## src/rtl/hfs_pkg.sv

```systemverilog
package hfs_pkg;
  typedef enum logic [1:0] {
    PH_IDLE  = 2'd0,
    PH_TRACK = 2'd1,
    PH_FINE  = 2'd2
  } hfsPhase_t;

  typedef struct packed {
    logic latchChan;
    logic latchCoarse;
    logic latchFine;
  } hfsStrb_t;
endpackage

```

## src/rtl/hfs_ctrl.sv

```systemverilog
module hfs_ctrl
  import hfs_pkg::*;
#(
  parameter int TRACK_TICKS = 10,
  parameter int FINE_TICKS  = 6
) (
  input  logic     clk,
  input  logic     rstN,
  input  logic     tickEn,
  input  logic     csN,
  input  logic     rdN,
  input  logic     pipeMode,
  output hfsStrb_t strb,
  output logic     dataOe,
  output logic     intN,
  output logic     rdyPullDn,
  output logic     startViolation
);
  localparam int MAXT  = (TRACK_TICKS > FINE_TICKS) ? TRACK_TICKS : FINE_TICKS;
  localparam int CNT_W = $clog2(MAXT + 1);
  localparam logic [CNT_W-1:0] TRACK_LAST = CNT_W'(TRACK_TICKS - 1);
  localparam logic [CNT_W-1:0] FINE_LAST  = CNT_W'(FINE_TICKS - 1);

  hfsPhase_t phase;
  logic [CNT_W-1:0] tickCnt;
  logic csQ, rdQ;
  logic selN, selQ, startEdge, csFall, csRise, rdRise, busy;
  logic trackEnd, fineEnd;

  always_comb begin
    selN      = csN | rdN;
    selQ      = csQ | rdQ;
    startEdge = selQ & ~selN;
    csFall    = csQ & ~csN;
    csRise    = ~csQ & csN;
    rdRise    = ~rdQ & rdN;
    busy      = (phase != PH_IDLE);
    trackEnd  = (phase == PH_TRACK) && tickEn && (tickCnt == TRACK_LAST);
    fineEnd   = (phase == PH_FINE) && tickEn && (tickCnt == FINE_LAST);
    strb.latchChan   = startEdge & ~busy;
    strb.latchCoarse = trackEnd;
    strb.latchFine   = fineEnd;
    dataOe = pipeMode ? ~selN : (~selN & ~selQ & ~busy);
  end

  always_ff @(posedge clk or negedge rstN) begin
    if (!rstN) begin
      csQ            <= 1'b1;
      rdQ            <= 1'b1;
      phase          <= PH_IDLE;
      tickCnt        <= '0;
      intN           <= 1'b1;
      rdyPullDn      <= 1'b0;
      startViolation <= 1'b0;
    end else begin
      csQ <= csN;
      rdQ <= rdN;
      if (strb.latchChan) begin
        phase   <= PH_TRACK;
        tickCnt <= '0;
      end else if (busy && tickEn) begin
        if (trackEnd) begin
          phase   <= PH_FINE;
          tickCnt <= '0;
        end else if (fineEnd) begin
          phase   <= PH_IDLE;
          tickCnt <= '0;
        end else begin
          tickCnt <= tickCnt + 1'b1;
        end
      end
      if (startEdge && busy) startViolation <= 1'b1;
      if (fineEnd) intN <= 1'b0;
      else if (csRise || rdRise) intN <= 1'b1;
      if (csFall) rdyPullDn <= 1'b1;
      else if (csRise || (fineEnd && !pipeMode)) rdyPullDn <= 1'b0;
    end
  end
endmodule

```

## src/rtl/hfs_dpath.sv

```systemverilog
module hfs_dpath
  import hfs_pkg::*;
#(
  parameter int ADDR_W  = 3,
  parameter int THERM_W = 15,
  parameter int NIB_W   = 4
) (
  input  logic               clk,
  input  logic               rstN,
  input  hfsStrb_t           strb,
  input  logic [ADDR_W-1:0]  chanAddr,
  input  logic [THERM_W-1:0] coarseTherm,
  input  logic [THERM_W-1:0] fineTherm,
  output logic [ADDR_W-1:0]  chanSel,
  output logic [NIB_W-1:0]   coarseCode,
  output logic [2*NIB_W-1:0] result
);
  function automatic logic [NIB_W-1:0] onesCount(input logic [THERM_W-1:0] v);
    logic [NIB_W-1:0] acc;
    acc = '0;
    for (int i = 0; i < THERM_W; i++) acc = acc + NIB_W'(v[i]);
    return acc;
  endfunction

  logic [NIB_W-1:0] coarseBin, fineBin;
  always_comb begin
    coarseBin = onesCount(coarseTherm);
    fineBin   = onesCount(fineTherm);
  end

  always_ff @(posedge clk or negedge rstN) begin
    if (!rstN) begin
      chanSel    <= '0;
      coarseCode <= '0;
      result     <= '0;
    end else begin
      if (strb.latchChan)   chanSel    <= chanAddr;
      if (strb.latchCoarse) coarseCode <= coarseBin;
      if (strb.latchFine)   result     <= {coarseCode, fineBin};
    end
  end
endmodule

```

## src/rtl/hflash_seq.sv

```systemverilog
module hflash_seq
  import hfs_pkg::*;
#(
  parameter int ADDR_W      = 3,
  parameter int THERM_W     = 15,
  parameter int TRACK_TICKS = 10,
  parameter int FINE_TICKS  = 6,
  localparam int NIB_W      = $clog2(THERM_W + 1),
  localparam int RES_W      = 2 * NIB_W
) (
  input  logic               clk,
  input  logic               rstN,
  input  logic               tickEn,
  input  logic               csN,
  input  logic               rdN,
  input  logic               pipeMode,
  input  logic [ADDR_W-1:0]  chanAddr,
  input  logic [THERM_W-1:0] coarseTherm,
  input  logic [THERM_W-1:0] fineTherm,
  output logic [ADDR_W-1:0]  chanSel,
  output logic [NIB_W-1:0]   coarseCode,
  output logic [RES_W-1:0]   dataOut,
  output logic               dataOe,
  output logic               intN,
  output logic               rdyPullDn,
  output logic               startViolation
);
  hfsStrb_t strb;

  hfs_ctrl #(.TRACK_TICKS(TRACK_TICKS), .FINE_TICKS(FINE_TICKS)) u_ctrl (
    .clk(clk), .rstN(rstN), .tickEn(tickEn), .csN(csN), .rdN(rdN),
    .pipeMode(pipeMode), .strb(strb), .dataOe(dataOe), .intN(intN),
    .rdyPullDn(rdyPullDn), .startViolation(startViolation)
  );

  hfs_dpath #(.ADDR_W(ADDR_W), .THERM_W(THERM_W), .NIB_W(NIB_W)) u_dpath (
    .clk(clk), .rstN(rstN), .strb(strb), .chanAddr(chanAddr),
    .coarseTherm(coarseTherm), .fineTherm(fineTherm), .chanSel(chanSel),
    .coarseCode(coarseCode), .result(dataOut)
  );
endmodule

```

## config.mk

```make
export PLATFORM = sky130hd
export DESIGN_NAME = hflash_seq
export DESIGN_NICKNAME = d
export VERILOG_FILES = /design/src/rtl/hfs_pkg.sv /design/src/rtl/hfs_ctrl.sv /design/src/rtl/hfs_dpath.sv /design/src/rtl/hflash_seq.sv
export SDC_FILE = /design/constraint.sdc
export NUM_CORES = 1
export LEC_CHECK = 0
export ABC_AREA = 1
export CAP_MARGIN = 20
export CORE_AREA = 2 2 77 79
export CTS_BUF_LIST = sky130_fd_sc_hd__clkbuf_8
export CTS_CLUSTER_DIAMETER = 80
export CTS_CLUSTER_SIZE = 24
export DETAILED_ROUTE_END_ITERATION = 6
export DIE_AREA = 0 0 79 81
export DONT_BUFFER_PORTS = 1
export GPL_ROUTABILITY_DRIVEN = 1
export GPL_TIMING_DRIVEN = 0
export SLEW_MARGIN = 20
export SYNTH_ARGS = -nofsm -noshare
export SYNTH_HDL_FRONTEND = slang
export SYNTH_SLANG_ARGS = --single-unit
```

## constraint.sdc

```tcl
create_clock -name clk -period 1.35 [get_ports clk]
set_input_delay 0.27 -clock clk [delete_from_list [all_inputs] [get_ports clk]]
set_output_delay 0.27 -clock clk [all_outputs]
set_load 0.02 [all_outputs]
```

# --- Word level (Yosys, flattened, before mapping) ---
# Cells that the tools add are included.
totals:
  register_bits: 26
  elab_cells: 87
op_classes:
  addsub: 29
  n_eq_ne: 4
  muxes: 13
  bitwise: 15
  reduce_logical: 16
ops:
  columns: ["op", "count"]
  rows:
  - ["adder 4 x 1 -> 4 bit", 26]
  - ["two-way mux 4 bit", 4]
  - ["two-way mux 2 bit", 4]
  - ["nonzero test 2 bit", 4]
  - ["AND 1 bit", 7]
  - ["logical AND 1 bit", 7]
  - ["NOT 1 bit", 6]
  - ["two-way mux 1 bit", 5]
  - ["adder 1 x 1 -> 2 bit", 2]
  - ["adder 4 x 1 -> 4 bit (second input constant)", 1]
  - ["== test 4 x 3 -> 1 bit (second input constant)", 1]
  - ["== test 4 bit (second input constant)", 1]
  - ["nonzero test 3 bit", 1]
  - ["== test 2 x 1 -> 1 bit (second input constant)", 1]
  - ["== test 2 bit (second input constant)", 1]
  - ["logical OR 1 bit", 2]
  - ["bitwise OR 1 bit", 2]
  - ["AND reduction 2 bit", 1]
  - ["logical NOT 1 bit", 1]

# --- Depth between registers and ports, before layout ---
logic_depth:
  word_depth: 14
  mapped_depth: 15
  depth_no_buf: 15

# --- By module ---
# A second synthesis with hierarchy kept.
unflattened:
  cells_unflattened: 193
  hier_area_um2: 1791.7
modules_own_cells:
  columns: ["mod", "instances", "cells_each", "area_per_inst_um2", "seq_area_each_um2"]
  rows:
  - ["hfs_dpath", 1, 123, 1191.1, 375.4]
  - ["hfs_ctrl", 1, 70, 600.6, 279.0]

# --- Worst setup path after synthesis ---
# No wires, ideal clock.
synth_timing:
  kind: "input to register"
  start: "in coarseTherm[0]"
  end: "reg u_dpath.coarseCode[2]"
  setup_time_ns: 0.077
  arrival_time_ns: 3.374
  setup_slack_ns: -2.101
  cell_stages: 14
  n_path_buf: 0
  path_cell_list: "ha_1 > inv_1 > fa_1 > inv_1 > fa_1 > fa_1 > inv_1 > fa_1 > inv_1 > ha_1 > inv_1 > fa_1 > xor2_1 > o21ai_1"
synth_between:
  elab_chain_cells: 14
synth_lines:
  columns: ["element", "line", "rtl"]
  rows:
  - ["from (decl)", "hflash_seq.sv:18", "input logic [THERM_W-1:0] coarseTherm,"]
  - ["adder 1 x 1 -> 2 bit", "hfs_dpath.sv:21", "for (int i = 0; i < THERM_W; i++) acc = acc + NIB_W'(v[i]);"]
  - ["adder 4 x 1 -> 4 bit (13 in a row)", "hfs_dpath.sv:21", null]
  - ["to (signal assigned)", "hfs_dpath.sv:38", "if (strb.latchCoarse) coarseCode <= coarseBin;"]
  - ["to (decl)", "hfs_dpath.sv:15", "output logic [NIB_W-1:0] coarseCode,"]
# Every way passes these cells.
# A chain may end at the register's enable or synchronous reset.

# --- Worst setup path after layout ---
layout_timing:
  start: "in coarseTherm[1]"
  end: "reg u_dpath.coarseCode[1]"
# Same word-level chain as after synthesis.

==> impl_metrics.tcl <==
set metrics [dict create \
    core_um2 5680 \
    finish.utilization 0.422 \
    finalCriticalPeriod_ns 3.16 \
    yosys.area.top_type "dfrtp_1" \
    dieArea_um2 6400 \
    num_vias 1362 \
    placementRows 28 \
    combPwrFrac 0.556 \
    syn_area_per_cell_um2 8.97 \
    worstSetupPathType "input port to flip-flop" \
    drv_slew 0 \
    finalCritPeriodShare 2.34 \
    drc_errors 0 \
    grt_setup_unrepaired "true" \
    path_cells "ha_4 -> inv_2 -> fa_1 -> inv_2 -> fa_2 -> fa_1 -> inv_1 -> fa_1 -> inv_2 -> ha_4 -> inv_2 -> fa_2 -> o21ai_1" \
    p_leak_nw 1.23 \
    switching_share 0.422 \
    arrival_ns 3.32 \
    required_ns 1.51 \
    grt_usage 0.117 \
    num_io_pins 58 \
    grt_start_max_net_pins 27 \
    insertion_delay_ns 0.26 \
    synth.net_count 280 \
    initial_utilization 0.330 \
    grt_pass1_wl_um 5960 \
    endpoint_kind "flip-flop" \
    diodes 0 \
    final_common_cell "nand2_1" \
    antenna_found_initial 0 \
    pre_cts_slack_ns -2.15 \
    failed_checks "setup timing" \
    p_int_mw 2.17 \
    instances_no_fill 308 \
    synthToLayoutAreaGrowth_pct 27.8 \
    hpwl_um 2730 \
    ys_seq_area_frac 0.349 \
    cpMaxStageDelayCell "fa_2" \
    hold_class "input port to flip-flop" \
    p_per_area_nw_per_um2 1570 \
    numPortBuffers 0 \
    hold_slack_ns 0.0947 \
    startpoint_type "input port" \
    cts_sinks 26 \
    dpl-instance-area_um2 2050 \
    switchingPower_mw 1.59 \
    synth-seq-cells 26 \
    synth_top_area_frac 0.307 \
    setup_tns_ns -13.18 \
    firstDrtPassIters 3 \
    gp_congestion 0.784 \
    numCtsBuffers 3 \
    layout.nets 305 \
    synth.area.top_cells "dfrtp_1, fa_1, nand2_1" \
    drtAntennaViolNets 0 \
    finalClockSkew_ns 0.00378 \
    drt_iter0_drc 50 \
    power.total_mw 3.76 \
    status "finished with violations" \
    clock-root-buffer "clkbuf_8" \
    synthCells 209 \
    max-slew-margin-rel 0.817 \
    grt_pass1_vias 1443 \
    cts_buffer_depth 2 \
    seqPwrFrac 0.331 \
    fmax_mhz 317 \
    cts_tree "built" \
    die_h_um 81 \
    syn-cell-area_um2 1870 \
    vdd_drop_max_v 0.000758 \
    crit_path_max_incr_delay_ns 0.51 \
    path_max_fanout 2 \
    htree_levels 1 \
    finalWorstSetupSlack_ns -1.81 \
    yosysWarnings 0 \
    setup_viol 9 \
    drt-wirelength-per-cell_um 11.8 \
    worstMarginPinSlew_ns 0.275 \
    drt_wl_total_um 3630 \
    via_per_inst 4.42 \
    gr-total-overflow 0 \
    placed_cells 284 \
    stdcell_area_um2 2400 \
    path_common_cell "inv_2" \
    die_width_um 79 \
    drive_gt1_frac 0.348 \
    p_clk_frac 0.113 \
    clk_pin_slew_ns 0.08 \
    final_cell_mix "nand2_1, inv_1, dfrtp_1" \
    synth_cell_types 24 \
    hold_viol 0 \
    drv_cap 0 \
]
==> critical path, delay by kind of cell <==
family,cells,cell delay [ns]
adders and majority gates,7,2.76
AOI/OAI and AO/OA,1,0.06
buffers and inverters,5,0.23
==> routing by layer <==
| layer | global-route usage | routed length [um] | vias to the layer above |
|---|---|---|---|
| met1 | 0.119 | 1380 | 659 |
| met3 | 0.0422 | 233 | 2 |
| met4 | 0.0103 | 5 | 0 |
| met5 | 0 | 0 | - |
| li1 | - | - | 672 |
| met2 | 0.235 | 2010 | 29 |
==> final timing paths <==
kind	from	slack, ns	end	cells after the start
max	coarseTherm[1]	-1.81	u_dpath.coarseCode[1]	13
min	csN	0.09	u_ctrl.rdyPullDn	1
max reg2reg	u_ctrl.rdQ	0.04	u_ctrl.tickCnt[1]	9
min reg2reg	u_ctrl.csQ	0.58	u_ctrl.rdyPullDn	2
max in group asynchronous	rstN	0.68	u_ctrl.csQ	2
min in group asynchronous	rstN	0.45	u_ctrl.phase[0]	2
==> cells by family (layout without fill, tap and decap cells) <==
group / after synthesis / count (layout) / share of synthesized area
buffers and inverters: 53 / 77 / 0.107
AO/OA/AOI/OAI: 17 / 17 / 0.0494
adder cells (fa/ha/maj): 32 / 32 / 0.286
flip-flops: 26 / 26 / 0.349
AND/OR/NAND/NOR: 79 / 79 / 0.200
XOR/XNOR: 2 / 2 / 0.00935
==> flip-flops by register name (all words and copies together), names as in the netlist <==
register and count:
u_ctrl.rdQ 1, u_ctrl.rdyPullDn 1, u_ctrl.tickCnt 4, u_ctrl.startViolation 1
u_ctrl.phase 2, u_ctrl.csQ 1, u_dpath.chanSel 3, u_dpath.result 8
u_ctrl.intN 1, u_dpath.coarseCode 4
==> power by group through the flow <==
| stage | combinational [mW] | sequential, mW | clock, mW |
|---|---|---|---|
| finish | 2.09 | 1.24 | 0.426 |
| global route | 2.37 | 1.27 | 0.484 |
| CTS | 1.79 | 1.23 | 0.452 |
| detailed placement | 1.55 | 1.25 | 0 |
| global placement | 1.50 | 1.26 | 0 |
| floorplan | 1.30 | 1.21 | 0 |
==> Yosys cell counts, drive strengths merged <==
master and instances:
nand2 55, buf 1, o21a 1, o21ai 8, inv 52, o22ai 1, nor3 1, a21oi 6
dfrtp 23, xor2 1, nor2 13, fa 18, dfstp 3, xnor2 1, nand3 8, ha 14
nand3b 2, a31o 1
==> area by class of cell <==
class | instances | area (um^2)
Fill cell | 559 | 3280
Multi-Input combinational cell | 130 | 1200
Sequential cell | 26 | 654
Inverter | 52 | 198
Timing Repair Buffer | 20 | 190
Tap cell | 75 | 93.8
Clock buffer | 3 | 41.3
Buffer | 1 | 11.3
Clock inverter | 1 | 3.75
==> repair_timing <==
item	CTS	global route
endpoints found under the hold margin	28	0
buffers inserted	11	5
resized for setup	13	26
hold buffers	4	0
endpoints found under the setup margin	20	19
pin swaps	11	19
No activity file was read; power rests on OpenSTA's default activity.
